**src/rtl/dbrk_pkg.sv**
```systemverilog
package dbrk_pkg;
    // control word bit positions
    localparam int CTL_EN       = 0;
    localparam int CTL_LD       = 1;
    localparam int CTL_ST       = 2;
    localparam int CTL_VC       = 3;
    localparam int CTL_LANE_LSB = 8;

    typedef struct packed {
        logic vc_en;
        logic st_en;
        logic ld_en;
        logic en;
    } bp_mode_t;
endpackage

```
**src/rtl/dbrk_regs.sv**
```systemverilog
module dbrk_regs
    import dbrk_pkg::*;
#(
    parameter int NUM_BP = 2,
    parameter int ADDR_W = 32,
    parameter int DATA_W = 32,
    parameter int REG_AW = 4
) (
    input  logic                            clk,
    input  logic                            rst_n,
    input  logic                            reg_wr,
    input  logic [REG_AW-1:0]               reg_addr,
    input  logic [DATA_W-1:0]               reg_wdata,
    input  logic [NUM_BP-1:0]               status_set,
    output logic [DATA_W-1:0]               reg_rdata,
    output logic [NUM_BP-1:0][ADDR_W-1:0]   cfg_addr,
    output logic [NUM_BP-1:0][ADDR_W-1:0]   cfg_amask,
    output logic [NUM_BP-1:0][DATA_W-1:0]   cfg_data,
    output logic [NUM_BP-1:0][DATA_W/8-1:0] cfg_lanes,
    output bp_mode_t [NUM_BP-1:0]           cfg_mode,
    output logic [NUM_BP-1:0]               status
);
    localparam int LANES     = DATA_W / 8;
    localparam int STAT_ADDR = NUM_BP * 4;

    typedef struct packed {
        logic [NUM_BP-1:0][ADDR_W-1:0] addr;
        logic [NUM_BP-1:0][ADDR_W-1:0] amask;
        logic [NUM_BP-1:0][DATA_W-1:0] data;
        logic [NUM_BP-1:0][LANES-1:0]  lanes;
        bp_mode_t [NUM_BP-1:0]         mode;
        logic [NUM_BP-1:0]             status;
    } regs_t;

    regs_t s_d, s_q;

    always_comb begin
        int sel;
        s_d = s_q;
        sel = int'(reg_addr >> 2);
        if (reg_wr) begin
            if (reg_addr == REG_AW'(STAT_ADDR)) begin
                s_d.status = s_q.status & ~reg_wdata[NUM_BP-1:0];
            end else if (reg_addr < REG_AW'(STAT_ADDR)) begin
                case (reg_addr[1:0])
                    2'd0: s_d.addr[sel]  = reg_wdata[ADDR_W-1:0];
                    2'd1: s_d.amask[sel] = reg_wdata[ADDR_W-1:0];
                    2'd2: s_d.data[sel]  = reg_wdata;
                    default: begin
                        s_d.mode[sel].en    = reg_wdata[CTL_EN];
                        s_d.mode[sel].ld_en = reg_wdata[CTL_LD];
                        s_d.mode[sel].st_en = reg_wdata[CTL_ST];
                        s_d.mode[sel].vc_en = reg_wdata[CTL_VC];
                        s_d.lanes[sel]      = reg_wdata[CTL_LANE_LSB +: LANES];
                    end
                endcase
            end
        end
        // a new hit wins over a clear in the same cycle
        s_d.status = s_d.status | status_set;
    end

    always_ff @(posedge clk or negedge rst_n) begin
        if (!rst_n) s_q <= '0;
        else        s_q <= s_d;
    end

    always_comb begin
        int sel;
        sel = int'(reg_addr >> 2);
        reg_rdata = '0;
        if (reg_addr == REG_AW'(STAT_ADDR)) begin
            reg_rdata[NUM_BP-1:0] = s_q.status;
        end else if (reg_addr < REG_AW'(STAT_ADDR)) begin
            case (reg_addr[1:0])
                2'd0: reg_rdata[ADDR_W-1:0] = s_q.addr[sel];
                2'd1: reg_rdata[ADDR_W-1:0] = s_q.amask[sel];
                2'd2: reg_rdata = s_q.data[sel];
                default: begin
                    reg_rdata[CTL_EN] = s_q.mode[sel].en;
                    reg_rdata[CTL_LD] = s_q.mode[sel].ld_en;
                    reg_rdata[CTL_ST] = s_q.mode[sel].st_en;
                    reg_rdata[CTL_VC] = s_q.mode[sel].vc_en;
                    reg_rdata[CTL_LANE_LSB +: LANES] = s_q.lanes[sel];
                end
            endcase
        end
    end

    assign cfg_addr  = s_q.addr;
    assign cfg_amask = s_q.amask;
    assign cfg_data  = s_q.data;
    assign cfg_lanes = s_q.lanes;
    assign cfg_mode  = s_q.mode;
    assign status    = s_q.status;
endmodule

```
**src/rtl/dbrk_bp_cmp.sv**
```systemverilog
module dbrk_bp_cmp
    import dbrk_pkg::*;
#(
    parameter int ADDR_W = 32,
    parameter int DATA_W = 32,
    parameter int TAG_W  = 3
) (
    input  logic                clk,
    input  logic                rst_n,
    input  bp_mode_t            mode,
    input  logic [ADDR_W-1:0]   bp_addr,
    input  logic [ADDR_W-1:0]   bp_amask,
    input  logic [DATA_W-1:0]   bp_data,
    input  logic [DATA_W/8-1:0] bp_lanes,
    input  logic                acc_valid,
    input  logic                acc_is_store,
    input  logic [ADDR_W-1:0]   acc_addr,
    input  logic [DATA_W-1:0]   acc_wdata,
    input  logic [TAG_W-1:0]    acc_tag,
    input  logic [ADDR_W-1:0]   acc_pc,
    input  logic                ret_valid,
    input  logic [TAG_W-1:0]    ret_tag,
    input  logic [DATA_W-1:0]   ret_data,
    output logic                hit_now,
    output logic                hit_late,
    output logic [ADDR_W-1:0]   late_pc
);
    localparam int LANES = DATA_W / 8;

    typedef struct packed {
        logic              vld;
        logic [TAG_W-1:0]  tag;
        logic [ADDR_W-1:0] pc;
    } pend_t;

    pend_t p_d, p_q;

    function automatic logic lanes_ok(input logic [DATA_W-1:0] v);
        logic ok;
        ok = 1'b1;
        for (int i = 0; i < LANES; i++) begin
            if (bp_lanes[i] && (v[8*i +: 8] != bp_data[8*i +: 8])) ok = 1'b0;
        end
        return ok;
    endfunction

    logic type_ok, addr_ok, qual, arm, resolve;

    always_comb begin
        type_ok  = acc_is_store ? mode.st_en : mode.ld_en;
        addr_ok  = ((acc_addr ^ bp_addr) & ~bp_amask) == '0;
        qual     = acc_valid && mode.en && type_ok && addr_ok;
        hit_now  = qual && (!mode.vc_en || (acc_is_store && lanes_ok(acc_wdata)));
        arm      = qual && mode.vc_en && !acc_is_store;
        resolve  = p_q.vld && ret_valid && (ret_tag == p_q.tag);
        hit_late = resolve && mode.en && mode.vc_en && lanes_ok(ret_data);
        late_pc  = p_q.pc;

        p_d = p_q;
        if (resolve) p_d.vld = 1'b0;
        if (arm) begin
            p_d.vld = 1'b1;
            p_d.tag = acc_tag;
            p_d.pc  = acc_pc;
        end
    end

    always_ff @(posedge clk or negedge rst_n) begin
        if (!rst_n) p_q <= '0;
        else        p_q <= p_d;
    end
endmodule

```
**src/rtl/dbrk_report.sv**
```systemverilog
module dbrk_report #(
    parameter int NUM_BP = 2,
    parameter int ADDR_W = 32
) (
    input  logic                          clk,
    input  logic                          rst_n,
    input  logic [NUM_BP-1:0]             hit_now,
    input  logic [NUM_BP-1:0]             hit_late,
    input  logic [NUM_BP-1:0][ADDR_W-1:0] late_pc,
    input  logic [ADDR_W-1:0]             acc_pc,
    output logic [NUM_BP-1:0]             status_set,
    output logic                          dbg_req,
    output logic                          dbg_precise,
    output logic [ADDR_W-1:0]             dbg_pc
);
    typedef struct packed {
        logic              req;
        logic              precise;
        logic [ADDR_W-1:0] pc;
    } rep_t;

    rep_t r_d, r_q;

    always_comb begin
        r_d        = '0;
        status_set = hit_now | hit_late;
        if (|hit_now) begin
            r_d.req     = 1'b1;
            r_d.precise = 1'b1;
            r_d.pc      = acc_pc;
        end else if (|hit_late) begin
            r_d.req = 1'b1;
            for (int i = NUM_BP - 1; i >= 0; i--) begin
                if (hit_late[i]) r_d.pc = late_pc[i];
            end
        end
    end

    always_ff @(posedge clk or negedge rst_n) begin
        if (!rst_n) r_q <= '0;
        else        r_q <= r_d;
    end

    assign dbg_req     = r_q.req;
    assign dbg_precise = r_q.precise;
    assign dbg_pc      = r_q.pc;
endmodule

```
**src/rtl/dbrk_match_unit.sv**
```systemverilog
module dbrk_match_unit
    import dbrk_pkg::*;
#(
    parameter int NUM_BP = 2,
    parameter int ADDR_W = 32,
    parameter int DATA_W = 32,
    parameter int TAG_W  = 3,
    localparam int REG_AW = $clog2(NUM_BP * 4 + 1)
) (
    input  logic              clk,
    input  logic              rst_n,
    input  logic              acc_valid,
    input  logic              acc_is_store,
    input  logic [ADDR_W-1:0] acc_addr,
    input  logic [DATA_W-1:0] acc_wdata,
    input  logic [TAG_W-1:0]  acc_tag,
    input  logic [ADDR_W-1:0] acc_pc,
    input  logic              ld_ret_valid,
    input  logic [TAG_W-1:0]  ld_ret_tag,
    input  logic [DATA_W-1:0] ld_ret_data,
    input  logic              reg_wr,
    input  logic [REG_AW-1:0] reg_addr,
    input  logic [DATA_W-1:0] reg_wdata,
    output logic [DATA_W-1:0] reg_rdata,
    output logic              dbg_req,
    output logic              dbg_precise,
    output logic [ADDR_W-1:0] dbg_pc,
    output logic [NUM_BP-1:0] bp_status
);
    localparam int LANES = DATA_W / 8;

    logic [NUM_BP-1:0][ADDR_W-1:0] cfg_addr, cfg_amask, late_pc;
    logic [NUM_BP-1:0][DATA_W-1:0] cfg_data;
    logic [NUM_BP-1:0][LANES-1:0]  cfg_lanes;
    bp_mode_t [NUM_BP-1:0]         cfg_mode;
    logic [NUM_BP-1:0]             cfg_vc, hit_now, hit_late, status_set;

    dbrk_regs #(.NUM_BP(NUM_BP), .ADDR_W(ADDR_W), .DATA_W(DATA_W), .REG_AW(REG_AW)) i_regs (
        .clk(clk), .rst_n(rst_n), .reg_wr(reg_wr), .reg_addr(reg_addr),
        .reg_wdata(reg_wdata), .status_set(status_set), .reg_rdata(reg_rdata),
        .cfg_addr(cfg_addr), .cfg_amask(cfg_amask), .cfg_data(cfg_data),
        .cfg_lanes(cfg_lanes), .cfg_mode(cfg_mode), .status(bp_status)
    );

    for (genvar g = 0; g < NUM_BP; g++) begin : g_bp
        assign cfg_vc[g] = cfg_mode[g].vc_en;
        dbrk_bp_cmp #(.ADDR_W(ADDR_W), .DATA_W(DATA_W), .TAG_W(TAG_W)) i_cmp (
            .clk(clk), .rst_n(rst_n), .mode(cfg_mode[g]),
            .bp_addr(cfg_addr[g]), .bp_amask(cfg_amask[g]),
            .bp_data(cfg_data[g]), .bp_lanes(cfg_lanes[g]),
            .acc_valid(acc_valid), .acc_is_store(acc_is_store),
            .acc_addr(acc_addr), .acc_wdata(acc_wdata), .acc_tag(acc_tag),
            .acc_pc(acc_pc), .ret_valid(ld_ret_valid), .ret_tag(ld_ret_tag),
            .ret_data(ld_ret_data), .hit_now(hit_now[g]),
            .hit_late(hit_late[g]), .late_pc(late_pc[g])
        );
    end

    dbrk_report #(.NUM_BP(NUM_BP), .ADDR_W(ADDR_W)) i_report (
        .clk(clk), .rst_n(rst_n), .hit_now(hit_now), .hit_late(hit_late),
        .late_pc(late_pc), .acc_pc(acc_pc), .status_set(status_set),
        .dbg_req(dbg_req), .dbg_precise(dbg_precise), .dbg_pc(dbg_pc)
    );
endmodule

```
**config.mk**
```make
export PLATFORM = sky130hd
export DESIGN_NAME = dbrk_match_unit
export DESIGN_NICKNAME = d
export VERILOG_FILES = /design/src/rtl/dbrk_pkg.sv /design/src/rtl/dbrk_regs.sv /design/src/rtl/dbrk_bp_cmp.sv /design/src/rtl/dbrk_report.sv /design/src/rtl/dbrk_match_unit.sv
export SDC_FILE = /design/constraint.sdc
export NUM_CORES = 1
export LEC_CHECK = 0
export ABC_CLOCK_PERIOD_IN_PS = 2650
export BUFFER_PORTS_ARGS = -buffer_cell sky130_fd_sc_hd__buf_2
export CORE_MARGIN = 1
export CORE_UTILIZATION = 45
export DETAILED_ROUTE_END_ITERATION = 10
export HOLD_SLACK_MARGIN = 0.02
export PLACE_DENSITY = 0.65
export SYNTH_ARGS = -nofsm -noshare
export SYNTH_HDL_FRONTEND = slang
export SYNTH_HIERARCHICAL = 1
export SYNTH_SLANG_ARGS = --single-unit
```
**constraint.sdc**
```tcl
create_clock -name clk -period 2.65 [get_ports clk]
set_input_delay 0.53 -clock clk [delete_from_list [all_inputs] [get_ports clk]]
set_output_delay 0.53 -clock clk [all_outputs]
set_load 0.02 [all_outputs]
```
==> results.sh <==
export IMPL_nNetsFinal=1771
export IMPL_leakagePower_nw=9.36
export IMPL_skew_ps=29.7
export IMPL_dieArea_um2=39100
export IMPL_fin_util_pct=55.2
export IMPL_slew_headroom_pct=59.8
export IMPL_outcome="finished, final reports clean"
export IMPL_peakVddDrop_uv=477
export IMPL_tritoncts="done"
export IMPL_yosysSeqAreaShare_pct=45.9
export IMPL_arrival_ps=3090
export IMPL_first_pass_iters=7
export IMPL_layout_commonest_cell="dfrtp_1"
export IMPL_grt_use_total_pct=25.9
export IMPL_hold_start="acc_tag[1]"
export IMPL_yosysUniqueCellTypes=51
export IMPL_grt_busiest_layer="met2"
export IMPL_grt_pass1_wl_um=75100
export IMPL_route_detailed_drc=0
export IMPL_vias=12200
export IMPL_period_share_pct=99.6
export IMPL_wl_per_cell_um=24.0
export IMPL_syn_avg_cell_area_um2=12.8
export IMPL_final_cell_mix="dfrtp_1 (316), mux2_2 (276), buf_2 (239), xnor2_1 (175), buf_4 (68)"
export IMPL_use_met2_pct=40.9
export IMPL_synthArstFlopShare_pct=100
export IMPL_reg2reg_depth=10
export IMPL_grt_pass1_vias=12500
export IMPL_critPathRequiredTime_ps=3100
export IMPL_synthTopCellsByArea="dfrtp_1 (46%), mux2_2 (18%), xnor2_1 (9.1%), buf_4 (3.3%), mux2_4 (2.6%)"
export IMPL_max_freq_mhz=379
export IMPL_path_delay_family="simple AND/OR/NAND/NOR gates"
export IMPL_area_growth_pct=20.8
export IMPL_antenna_found_initial=7
export IMPL_worstMarginPinSlew_ps=597
export IMPL_core_um2=37700
export IMPL_synth_top_area_share_pct=45.9
export IMPL_drive_gt1_share_pct=47.4
export IMPL_setup_viol=0
export IMPL_rrSetupSlack_ps=10
export IMPL_dieHeight_um=198
export IMPL_gr_usage_met1_pct=35.3
export IMPL_r2r_start="i_regs/cfg_addr[18]$_DFFE_PN0P_"
export IMPL_cts_buffer_depth=3
export IMPL_cts_root_buf="clkbuf_16"
export IMPL_period_needed_ps=2640
export IMPL_crit_buf_inv=4
export IMPL_critical_path_class="flip-flop to flip-flop"
export IMPL_via_per_inst=5.70
export IMPL_cap_violations=0
export IMPL_drv_slew=0
export IMPL_yosys_area_top_type="dfrtp_1"
export IMPL_grt_max_degree=65
export IMPL_min_path_type="input pin to flip-flop"
export IMPL_cts_buffers=37
export IMPL_ys_warn_count=6
export IMPL_finalHoldViolations=0
export IMPL_wl_um=51200
export IMPL_ys_ff_latch=316
export IMPL_cts_sinks=316
export IMPL_h_tree_depth=2
export IMPL_syn_nets=1523
export IMPL_worstSetupEndpointType="flip-flop"
export IMPL_rsz0062_at_grt="true"
export IMPL_rows=71
export IMPL_synth_edf_count=0
export IMPL_clk_latency_ps=570
export IMPL_r2r_end="g_bp[0].i_cmp/late_pc[1]$_DFFE_PN0P_"
export IMPL_numPortBuffers=243
export IMPL_cts_clk_slew_worst_paths_ps=60
export IMPL_overflow=0
export IMPL_drt_iter0_drc=759
export IMPL_whs_endpoint="g_bp[0].i_cmp/p_q[33]$_DFFE_PN0P_"
export IMPL_hold_depth=2
export IMPL_met3_usage_pct=4.61
export IMPL_regArea_um2=7910
export IMPL_initial_core_util_pct=45.7
export IMPL_synthCells=1347
export IMPL_slowest_delay_ps=410
export IMPL_multi_input_area_um2=8520
export IMPL_ant_nets=0
export IMPL_critical_path_slowest_cell="nor4_4"
export IMPL_gp_congestion=0.887
export IMPL_crit_path_cell_trace="xnor2_1 > o22ai_1 > nor4_4 > o2111ai_4 > nor4_4 > buf_4 > buf_12 > buf_12 > buf_8 > mux2_4"
export IMPL_p_per_area_nw_per_um2=725
export IMPL_netlist_area_um2=17200
export IMPL_synth_main_ff_cell="dfrtp_1"
export IMPL_layout_setup_ws_ps=11.2
export IMPL_total_power_mw=15.1
export IMPL_ioPinCount=244
export IMPL_pre_cts_ws_ps=-292
export IMPL_hpwl_um=35900
export IMPL_die_width_um=198
export IMPL_nFillCells=3196
export IMPL_critical_path_max_fanout=6
export IMPL_cp_start_kind="flip-flop"
==> what timing repair did <==
item	in CTS	in global routing
pin swaps	0	13
hold endpoints to repair	59	0
gates cloned	0	6
gates resized for setup	2	41
hold buffers	1	0
buffers inserted	0	9
endpoints found under the setup margin	70	101
==> flip-flops by register name, summed over array words and instances (netlist names) <==
register and flops:
i_regs/cfg_addr 64, g_bp.i_cmp/late_pc 64, i_regs/cfg_mode 8, i_report/dbg_pc 32, i_regs/status 2, g_bp.i_cmp/p_q 8, i_regs/cfg_amask 64, i_regs/cfg_lanes 8
i_regs/cfg_data 64, i_report/dbg_req 1, i_report/dbg_precise 1
==> cells by family (layout without fill, tap and decap cells) <==
logic type | after synthesis | after routing | synth area share [%]
simple gates | 144 | 144 | 5.27
flops | 316 | 316 | 45.9
compound gates | 190 | 190 | 8.24
other cells | 0 | 3 | 0
buf+inv | 146 | 422 | 5.73
xor+xnor | 198 | 198 | 10.1
mux | 353 | 353 | 24.8
==> final cells by class <==
class                           instances  area share [%]
Multi-Input combinational cell        885            41.0
Sequential cell                       316            38.0
Timing Repair Buffer                  351            12.0
Clock buffer                           48            4.79
Tap cell                              511            3.07
Clock inverter                         19            1.06
Inverter                                4          0.0722
Antenna cell                            3          0.0361
==> synthesized netlist by cell type (all sizes together), types with 5 or more instances <==
cell type and count:
buf 129, mux4 18, clkbuf 13, dfrtp 316
mux2i 20, a2bb2oi 32, nor2 33, nand2 10
xor2 20, a21o 5, mux2 315, xnor2 178
o221ai 6, o22ai 34, a211oi 44, o21a 6
nand3b 35, a21oi 6, a22oi 19, nor4 12
o21ai 16, a311oi 6, nand4 30, nand3 7
==> stage by stage <==
stage | std cells | setup TNS, ps | hold slack, ps | cell area [um^2]
2_1_floorplan | 1347 | 0 | 234 | 17200
3_3_place_gp | 2052 | -22750 | 462 | 19200
3_5_place_dp | 2052 | -26050 | 468 | 19200
4_1_cts | 2120 | 0 | 183 | 20500
5_1_grt | 2137 | -552 | 197 | 20800
6_report | 2137 | 0 | 206 | 20800
==> power breakdown <==
| part | switching [mW] | internal [mW] | leakage, nW | total (mW) |
|---|---|---|---|---|
| Combinational | 1.49 | 1.91 | 4.69 | 3.40 |
| Sequential | 0.894 | 5.57 | 4.06 | 6.46 |
| Clock | 2.14 | 3.08 | 0.610 | 5.21 |
| Total | 4.52 | 10.6 | 9.36 | 15.1 |
==> worst reg2reg max path, stage by stage, from the launching register on <==
cell,delay [ps]
dfrtp_1,400
xnor2_1,190
o22ai_1,160
nor4_4,410
o2111ai_4,220
nor4_4,350
buf_4,180
buf_12,100
buf_12,110
buf_8,120
mux2_4,300
==> per-layer routing <==
layer  part of all wire [%]  routed length (um)
met3                    6.5                3330
met2                     47               24000
met1                     44               22400
met4                    3.0                1530
met5                  0.086                  44
==> worst max path at each step <==
stage,from,end,cells past startpoint
after floorplan,reg_addr[0],reg_rdata[22],6
after global placement,acc_addr[2],g_bp[0].i_cmp/late_pc[6]$_DFFE_PN0P_,9
after detailed placement,acc_addr[29],g_bp[0].i_cmp/late_pc[7]$_DFFE_PN0P_,9
after CTS,i_regs/cfg_addr[28]$_DFFE_PN0P_,g_bp[0].i_cmp/late_pc[4]$_DFFE_PN0P_,9
after global routing,i_regs/cfg_addr[12]$_DFFE_PN0P_,g_bp[0].i_cmp/late_pc[1]$_DFFE_PN0P_,11
final,i_regs/cfg_addr[18]$_DFFE_PN0P_,g_bp[0].i_cmp/late_pc[1]$_DFFE_PN0P_,10
(Power assumes the default switching activity.)
